$ cat src/rtl/ztlb_pkg.sv
package ztlb_pkg;

  localparam int PG_SH_MIN = 10;
  localparam int SZ_W      = 3;
  localparam int ZONE_W    = 4;
  localparam logic [31:0] STORE_MISS_STATUS = 32'h0080_0000;

  typedef enum logic [2:0] {
    FLT_NONE  = 3'd0,
    FLT_IMISS = 3'd1,
    FLT_DMISS = 3'd2,
    FLT_IPROT = 3'd3,
    FLT_DPROT = 3'd4
  } fault_e;

  // page of 1 KiB * 4^sz; mask keeps the page-number bits
  function automatic logic [31:0] page_mask(input logic [SZ_W-1:0] sz);
    logic [5:0] sh;
    sh = 6'(PG_SH_MIN) + {2'b00, sz, 1'b0};
    return ~((32'd1 << sh) - 32'd1);
  endfunction

endpackage

$ cat src/rtl/ztlb_entry_store.sv
module ztlb_entry_store
  import ztlb_pkg::*;
#(
  parameter int ENTRIES = 8,
  parameter int PIDW    = 8,
  localparam int IDXW   = $clog2(ENTRIES)
) (
  input  logic              clk,
  input  logic              rst,
  input  logic              wr_en,
  input  logic [IDXW-1:0]   wr_idx,
  input  logic              wr_valid,
  input  logic [SZ_W-1:0]   wr_size,
  input  logic [PIDW-1:0]   wr_pid,
  input  logic [ZONE_W-1:0] wr_zone,
  input  logic [31:0]       wr_epn,
  input  logic [31:0]       wr_rpn,
  input  logic              wr_exec,
  input  logic              wr_write,
  output logic              valid_q [ENTRIES],
  output logic [SZ_W-1:0]   size_q  [ENTRIES],
  output logic [PIDW-1:0]   pid_q   [ENTRIES],
  output logic [ZONE_W-1:0] zone_q  [ENTRIES],
  output logic [31:0]       epn_q   [ENTRIES],
  output logic [31:0]       rpn_q   [ENTRIES],
  output logic              exec_q  [ENTRIES],
  output logic              write_q [ENTRIES]
);

  always_ff @(posedge clk) begin
    if (rst) begin
      for (int i = 0; i < ENTRIES; i++) valid_q[i] <= 1'b0;
    end else if (wr_en) begin
      for (int i = 0; i < ENTRIES; i++)
        if (wr_idx == IDXW'(i)) valid_q[i] <= wr_valid;
    end
  end

  // payload needs no reset: it is ignored while the valid bit is clear
  always_ff @(posedge clk) begin
    if (wr_en) begin
      for (int i = 0; i < ENTRIES; i++) begin
        if (wr_idx == IDXW'(i)) begin
          size_q[i]  <= wr_size;
          pid_q[i]   <= wr_pid;
          zone_q[i]  <= wr_zone;
          epn_q[i]   <= wr_epn & page_mask(wr_size);
          rpn_q[i]   <= wr_rpn;
          exec_q[i]  <= wr_exec;
          write_q[i] <= wr_write;
        end
      end
    end
  end

endmodule

$ cat src/rtl/ztlb_entry_match.sv
module ztlb_entry_match
  import ztlb_pkg::*;
#(
  parameter int PIDW = 8
) (
  input  logic            valid,
  input  logic [SZ_W-1:0] size,
  input  logic [PIDW-1:0] pid,
  input  logic [31:0]     epn,
  input  logic [31:0]     rpn,
  input  logic [31:0]     ea,
  input  logic [PIDW-1:0] cur_pid,
  output logic            hit,
  output logic [31:0]     ra
);

  logic [31:0] mask;
  logic        pid_ok;

  always_comb begin
    mask   = page_mask(size);
    pid_ok = (pid == '0) || (pid == cur_pid);
    hit    = valid && pid_ok && ((ea & mask) == epn);
    ra     = (rpn & mask) | (ea & ~mask);
  end

endmodule

$ cat src/rtl/ztlb_first_hit.sv
module ztlb_first_hit #(
  parameter int ENTRIES = 8,
  localparam int IDXW   = $clog2(ENTRIES)
) (
  input  logic [ENTRIES-1:0] hits,
  output logic               any,
  output logic [IDXW-1:0]    idx
);

  always_comb begin
    any = |hits;
    idx = '0;
    for (int i = ENTRIES - 1; i >= 0; i--)
      if (hits[i]) idx = IDXW'(i);
  end

endmodule

$ cat src/rtl/ztlb_zone_gate.sv
module ztlb_zone_gate (
  input  logic [1:0] code,
  input  logic       fetch,
  input  logic       store,
  input  logic       user,
  input  logic       ent_exec,
  input  logic       ent_write,
  output logic       grant,
  output logic       perm_rd,
  output logic       perm_wr
);

  always_comb begin
    grant   = 1'b0;
    perm_rd = 1'b0;
    perm_wr = 1'b0;
    if (code == 2'd3) begin
      grant   = 1'b1;
      perm_rd = 1'b1;
      perm_wr = 1'b1;
    end else if (!(code == 2'd0 && user)) begin
      if (fetch)      grant = ent_exec;
      else if (store) grant = ent_write;
      else            grant = 1'b1;
      if (grant) begin
        perm_rd = 1'b1;
        perm_wr = ent_write;
      end
    end
  end

endmodule

$ cat src/rtl/ztlb_xlate.sv
module ztlb_xlate
  import ztlb_pkg::*;
#(
  parameter int ENTRIES = 8,
  parameter int PIDW    = 8,
  localparam int IDXW   = $clog2(ENTRIES)
) (
  input  logic            clk,
  input  logic            rst,
  input  logic            wr_en,
  input  logic [IDXW-1:0] wr_idx,
  input  logic            wr_valid,
  input  logic [2:0]      wr_size,
  input  logic [PIDW-1:0] wr_pid,
  input  logic [3:0]      wr_zone,
  input  logic [31:0]     wr_epn,
  input  logic [31:0]     wr_rpn,
  input  logic            wr_exec,
  input  logic            wr_write,
  input  logic            req,
  input  logic [31:0]     req_ea,
  input  logic            req_fetch,
  input  logic            req_store,
  input  logic            req_user,
  input  logic [PIDW-1:0] cur_pid,
  input  logic [31:0]     zone_prot,
  input  logic [31:0]     msr_in,
  output logic            rsp_valid,
  output logic            rsp_hit,
  output logic [IDXW-1:0] rsp_idx,
  output logic [31:0]     rsp_ra,
  output logic            rsp_rd,
  output logic            rsp_wr,
  output logic [2:0]      rsp_fault,
  output logic [31:0]     fault_addr,
  output logic [31:0]     fault_status,
  output logic [31:0]     msr_out
);

  logic              valid_q [ENTRIES];
  logic [SZ_W-1:0]   size_q  [ENTRIES];
  logic [PIDW-1:0]   pid_q   [ENTRIES];
  logic [ZONE_W-1:0] zone_q  [ENTRIES];
  logic [31:0]       epn_q   [ENTRIES];
  logic [31:0]       rpn_q   [ENTRIES];
  logic              exec_q  [ENTRIES];
  logic              write_q [ENTRIES];

  ztlb_entry_store #(.ENTRIES(ENTRIES), .PIDW(PIDW)) store_i (
    .clk(clk), .rst(rst), .wr_en(wr_en), .wr_idx(wr_idx),
    .wr_valid(wr_valid), .wr_size(wr_size), .wr_pid(wr_pid),
    .wr_zone(wr_zone), .wr_epn(wr_epn), .wr_rpn(wr_rpn),
    .wr_exec(wr_exec), .wr_write(wr_write),
    .valid_q(valid_q), .size_q(size_q), .pid_q(pid_q), .zone_q(zone_q),
    .epn_q(epn_q), .rpn_q(rpn_q), .exec_q(exec_q), .write_q(write_q)
  );

  logic [ENTRIES-1:0] hits;
  logic [31:0]        ra_each [ENTRIES];

  for (genvar g = 0; g < ENTRIES; g++) begin : g_match
    ztlb_entry_match #(.PIDW(PIDW)) match_i (
      .valid(valid_q[g]), .size(size_q[g]), .pid(pid_q[g]),
      .epn(epn_q[g]), .rpn(rpn_q[g]), .ea(req_ea), .cur_pid(cur_pid),
      .hit(hits[g]), .ra(ra_each[g])
    );
  end

  logic            any_hit;
  logic [IDXW-1:0] sel;

  ztlb_first_hit #(.ENTRIES(ENTRIES)) first_i (
    .hits(hits), .any(any_hit), .idx(sel)
  );

  logic [ZONE_W-1:0] zone_sel;
  logic [4:0]        code_lsb;
  logic [1:0]        zcode;

  always_comb begin
    zone_sel = zone_q[sel];
    code_lsb = 5'd30 - {zone_sel, 1'b0};
    zcode    = zone_prot[code_lsb +: 2];
  end

  logic grant, g_rd, g_wr;

  ztlb_zone_gate gate_i (
    .code(zcode), .fetch(req_fetch), .store(req_store), .user(req_user),
    .ent_exec(exec_q[sel]), .ent_write(write_q[sel]),
    .grant(grant), .perm_rd(g_rd), .perm_wr(g_wr)
  );

  fault_e fault_d;

  always_comb begin
    if (!any_hit)    fault_d = req_fetch ? FLT_IMISS : FLT_DMISS;
    else if (!grant) fault_d = req_fetch ? FLT_IPROT : FLT_DPROT;
    else             fault_d = FLT_NONE;
  end

  always_ff @(posedge clk) begin
    if (rst) begin
      rsp_valid    <= 1'b0;
      rsp_hit      <= 1'b0;
      rsp_idx      <= '0;
      rsp_ra       <= '0;
      rsp_rd       <= 1'b0;
      rsp_wr       <= 1'b0;
      rsp_fault    <= 3'd0;
      fault_addr   <= '0;
      fault_status <= '0;
      msr_out      <= '0;
    end else begin
      rsp_valid <= req;
      if (req) begin
        rsp_hit   <= any_hit;
        rsp_idx   <= any_hit ? sel : '0;
        rsp_ra    <= any_hit ? ra_each[sel] : '0;
        rsp_rd    <= any_hit && grant && g_rd;
        rsp_wr    <= any_hit && grant && g_wr;
        rsp_fault <= fault_d;
        if (!any_hit) begin
          fault_addr   <= req_ea;
          fault_status <= (!req_fetch && req_store) ? STORE_MISS_STATUS : 32'd0;
          msr_out      <= {16'h0000, msr_in[15:0]};
        end else begin
          msr_out      <= msr_in;
        end
      end
    end
  end

endmodule

$ cat config.mk
export PLATFORM = sky130hd
export DESIGN_NAME = ztlb_xlate
export DESIGN_NICKNAME = d
export VERILOG_FILES = /design/src/rtl/ztlb_pkg.sv /design/src/rtl/ztlb_entry_store.sv /design/src/rtl/ztlb_entry_match.sv /design/src/rtl/ztlb_first_hit.sv /design/src/rtl/ztlb_zone_gate.sv /design/src/rtl/ztlb_xlate.sv
export SDC_FILE = /design/constraint.sdc
export NUM_CORES = 1
export LEC_CHECK = 0
export ABC_AREA = 1
export BUFFER_PORTS_ARGS = -buffer_cell sky130_fd_sc_hd__buf_4
export CAP_MARGIN = 20
export CORE_UTILIZATION = 56
export CTS_BUF_LIST = sky130_fd_sc_hd__clkbuf_4
export DETAILED_ROUTE_END_ITERATION = 10
export PLACE_DENSITY = 0.73
export SLEW_MARGIN = 15
export SYNTH_ARGS = -nofsm -noshare
export SYNTH_HDL_FRONTEND = slang
export SYNTH_HIERARCHICAL = 1
export SYNTH_SLANG_ARGS = --single-unit
$ cat constraint.sdc
create_clock -name clk -period 12 [get_ports clk]
set_input_delay 1.2 -clock clk [delete_from_list [all_inputs] [get_ports clk]]
set_output_delay 1.2 -clock clk [all_outputs]
set_load 0.01 [all_outputs]
==> impl_metrics.json <==
{
  "max_freq_ghz": 0.171,
  "power.share.switching_pct": 24.8,
  "numPortBuffers": 292,
  "path_cells": "nand3_1 -> nand3b_1 -> nand2_1 -> nor2_1 -> nand3_1 -> nor2_1 -> nand2_1 -> nor2_1 -> nand2_1 -> nand2_1 -> nand2_1 -> nand2_1 -> nand2_1 -> a21oi_4 -> buf_4 -> buf_4 -> o21ai_0 -> o22ai_1 -> nand3_1 -> nand3_1 -> nand2_1 -> inv_1",
  "finalHoldViolCount": 0,
  "num_vias": 28600,
  "power_frac_comb_pct": 8.6,
  "drc": 0,
  "cts_tree": "done",
  "min_from": "wr_rpn[8]",
  "antenna_found_initial": 4,
  "grtUsageTotal_pct": 33.2,
  "chipWidth_um": 254,
  "cts.repair.resized": 0,
  "worst_hold_path.endpoint": "store_i/rpn_q[40]",
  "first_pass_iters": 6,
  "grt_pass1_vias": 26000,
  "whs_path_depth": 1,
  "initial_core_util_pct": 57.2,
  "dp.cells": 4902,
  "die_area_um2": 64500,
  "crit_path_end_kind": "flop",
  "crit_fanout": 82,
  "peakVddDrop_v": 0.0000911,
  "gp_congestion": 1.01,
  "slew-limit-headroom_pct": 19.1,
  "synth_area_um2": 35500,
  "avgRoutedWirePerCell_um": 20.4,
  "syn_avg_cell_area_um2": 9.06,
  "r2r_start": "store_i/size_q[2]",
  "finalMaxSlewViolations": 0,
  "critPathKind": "reg2reg",
  "path_clk_slew_ns": 0.08,
  "reg2regPathDepth": 22,
  "final_common_cell": "nand2_1",
  "power_frac_seq_pct": 51.5,
  "hold_class": "in2reg",
  "fin_util_pct": 65.3,
  "grt_max_degree": 83,
  "r2r_slack_ns": 6.16,
  "cts_inserted_buffers": 187,
  "grt_pass1_wl_um": 155000,
  "core.rowCount": 91,
  "fp.dieH_um": 254,
  "clkSinkCount": 723,
  "setup_violations": 0,
  "drtIter0Drc": 3242,
  "nets": 4460,
  "yosys_warnings": 6,
  "worstPathRequired_ns": 13.00,
  "cpPeakStageDelay_ns": 0.81,
  "outcome": "completed",
  "ios": 334,
  "clockRootBuffer": "clkbuf_4",
  "post_cts_buffers": 0,
  "rr_endpoint": "rsp_ra[17]",
  "fin_skew_ns": 0.0717,
  "rsz0062_at_grt": "false",
  "stdcell_count": 5260,
  "crit_start": "store_i/size_q[2]",
  "p_leak_nw": 17.6,
  "period_minus_slack_ns": 5.84,
  "clkPwrFrac_pct": 39.9,
  "ant_nets": 0,
  "drive_above_1_share_pct": 19.5,
  "cap_violations": 0,
  "hpwl_um": 69500,
  "p_per_area_nw_per_um2": 136,
  "insertion_delay_ns": 1.10,
  "cts.hold.buffers_added": 0,
  "layout_common_cells": "nand2_1, edfxtp_1, nor2_1, inv_1, buf_4",
  "routed_via_density": 5.43,
  "cts_max_level": 4,
  "p_switching_mw": 1.37,
  "path_common_cell": "nand2_1",
  "globalRoute.totalOverflow": 0,
  "whs_ns": 0.343,
  "start_kind": "flop",
  "fin_crit_sh_pct": 48.7,
  "synth_cells": 3924,
  "area_growth_pct": 14.3,
  "setup_tns_ns": 0,
  "n_fill_cell": 5161,
  "core_um2": 62200,
  "tightest_slew_ns": 1.21,
  "arrival_ns": 6.85,
  "critical_path.slowest_cell": "buf_4",
  "routed_wl_um": 107000,
  "power.internal_mw": 4.14,
  "cts.path.max_buffers": 3
}
[state kept, by name, indices dropped and copies added, names as in the netlist, 3 cells and up]
| register | cells |
|---|---|
| fault_addr | 32 |
| rsp_ra | 32 |
| store_i/zone_q | 32 |
| store_i/rpn_q | 216 |
| store_i/pid_q | 64 |
| store_i/epn_q | 256 |
| store_i/valid_q | 8 |
| store_i/exec_q | 8 |
| msr_out | 32 |
| store_i/size_q | 24 |
| rsp_idx | 3 |
| store_i/write_q | 8 |
| rsp_fault | 3 |
[power groups by stage]
stage	logic [mW]	clock network, mW	registers (mW)
after detailed placement	0.443	0	2.89
after global placement	0.436	0	2.89
after CTS	0.445	2.23	2.84
after global routing	0.512	2.36	2.85
final	0.472	2.20	2.84
after floorplan	0.260	0	2.89
[through the flow]
step / instance area (um2) / power, mW / setup slack (ns)
floorplan: 35800 / 3.15 / 6.91
global placement: 38100 / 3.33 / 5.98
detailed placement: 38100 / 3.34 / 5.87
CTS: 40600 / 5.51 / 6.34
global route: 40600 / 5.72 / 5.78
finish: 40600 / 5.51 / 6.16
[critical path: cells and delay by family (launching register included)]
family / cells / cell delay (ns)
compound gates: 3 / 1.23
flops: 1 / 0.66
buf+inv: 3 / 1.52
simple gates: 16 / 2.29
[layout make-up]
class	instances	area [um2]	area share (%)
Tap cell	837	1050	2.58
Timing Repair Buffer	320	2410	5.93
Clock inverter	39	200	0.493
Antenna cell	11	27.5	0.0678
Clock buffer	307	2300	5.67
Multi-Input combinational cell	2631	12600	31.0
Inverter	392	1480	3.64
Sequential cell	723	20600	50.6
[worst max path at each step]
| stage | cells after the start | slack (ns) | to |
|---|---|---|---|
| floorplan | 2 | 6.91 | store_i/epn_q[100] |
| global placement | 30 | 5.98 | rsp_fault[1] |
| detailed placement | 30 | 5.87 | rsp_fault[1] |
| CTS | 29 | 6.34 | rsp_fault[1] |
| global route | 29 | 5.78 | rsp_fault[1] |
| finish | 22 | 6.16 | rsp_ra[17] |
[layer usage]
layer  vias to the layer above  wire length [um]  GRT usage, %
met5                         -                 0             0
li1                      13500                 -             -
met2                      1723             48500          52.1
met4                         0              5270          17.5
met1                     13100             40800          42.9
met3                       262             12600          7.83
(Power assumes the default switching activity.)
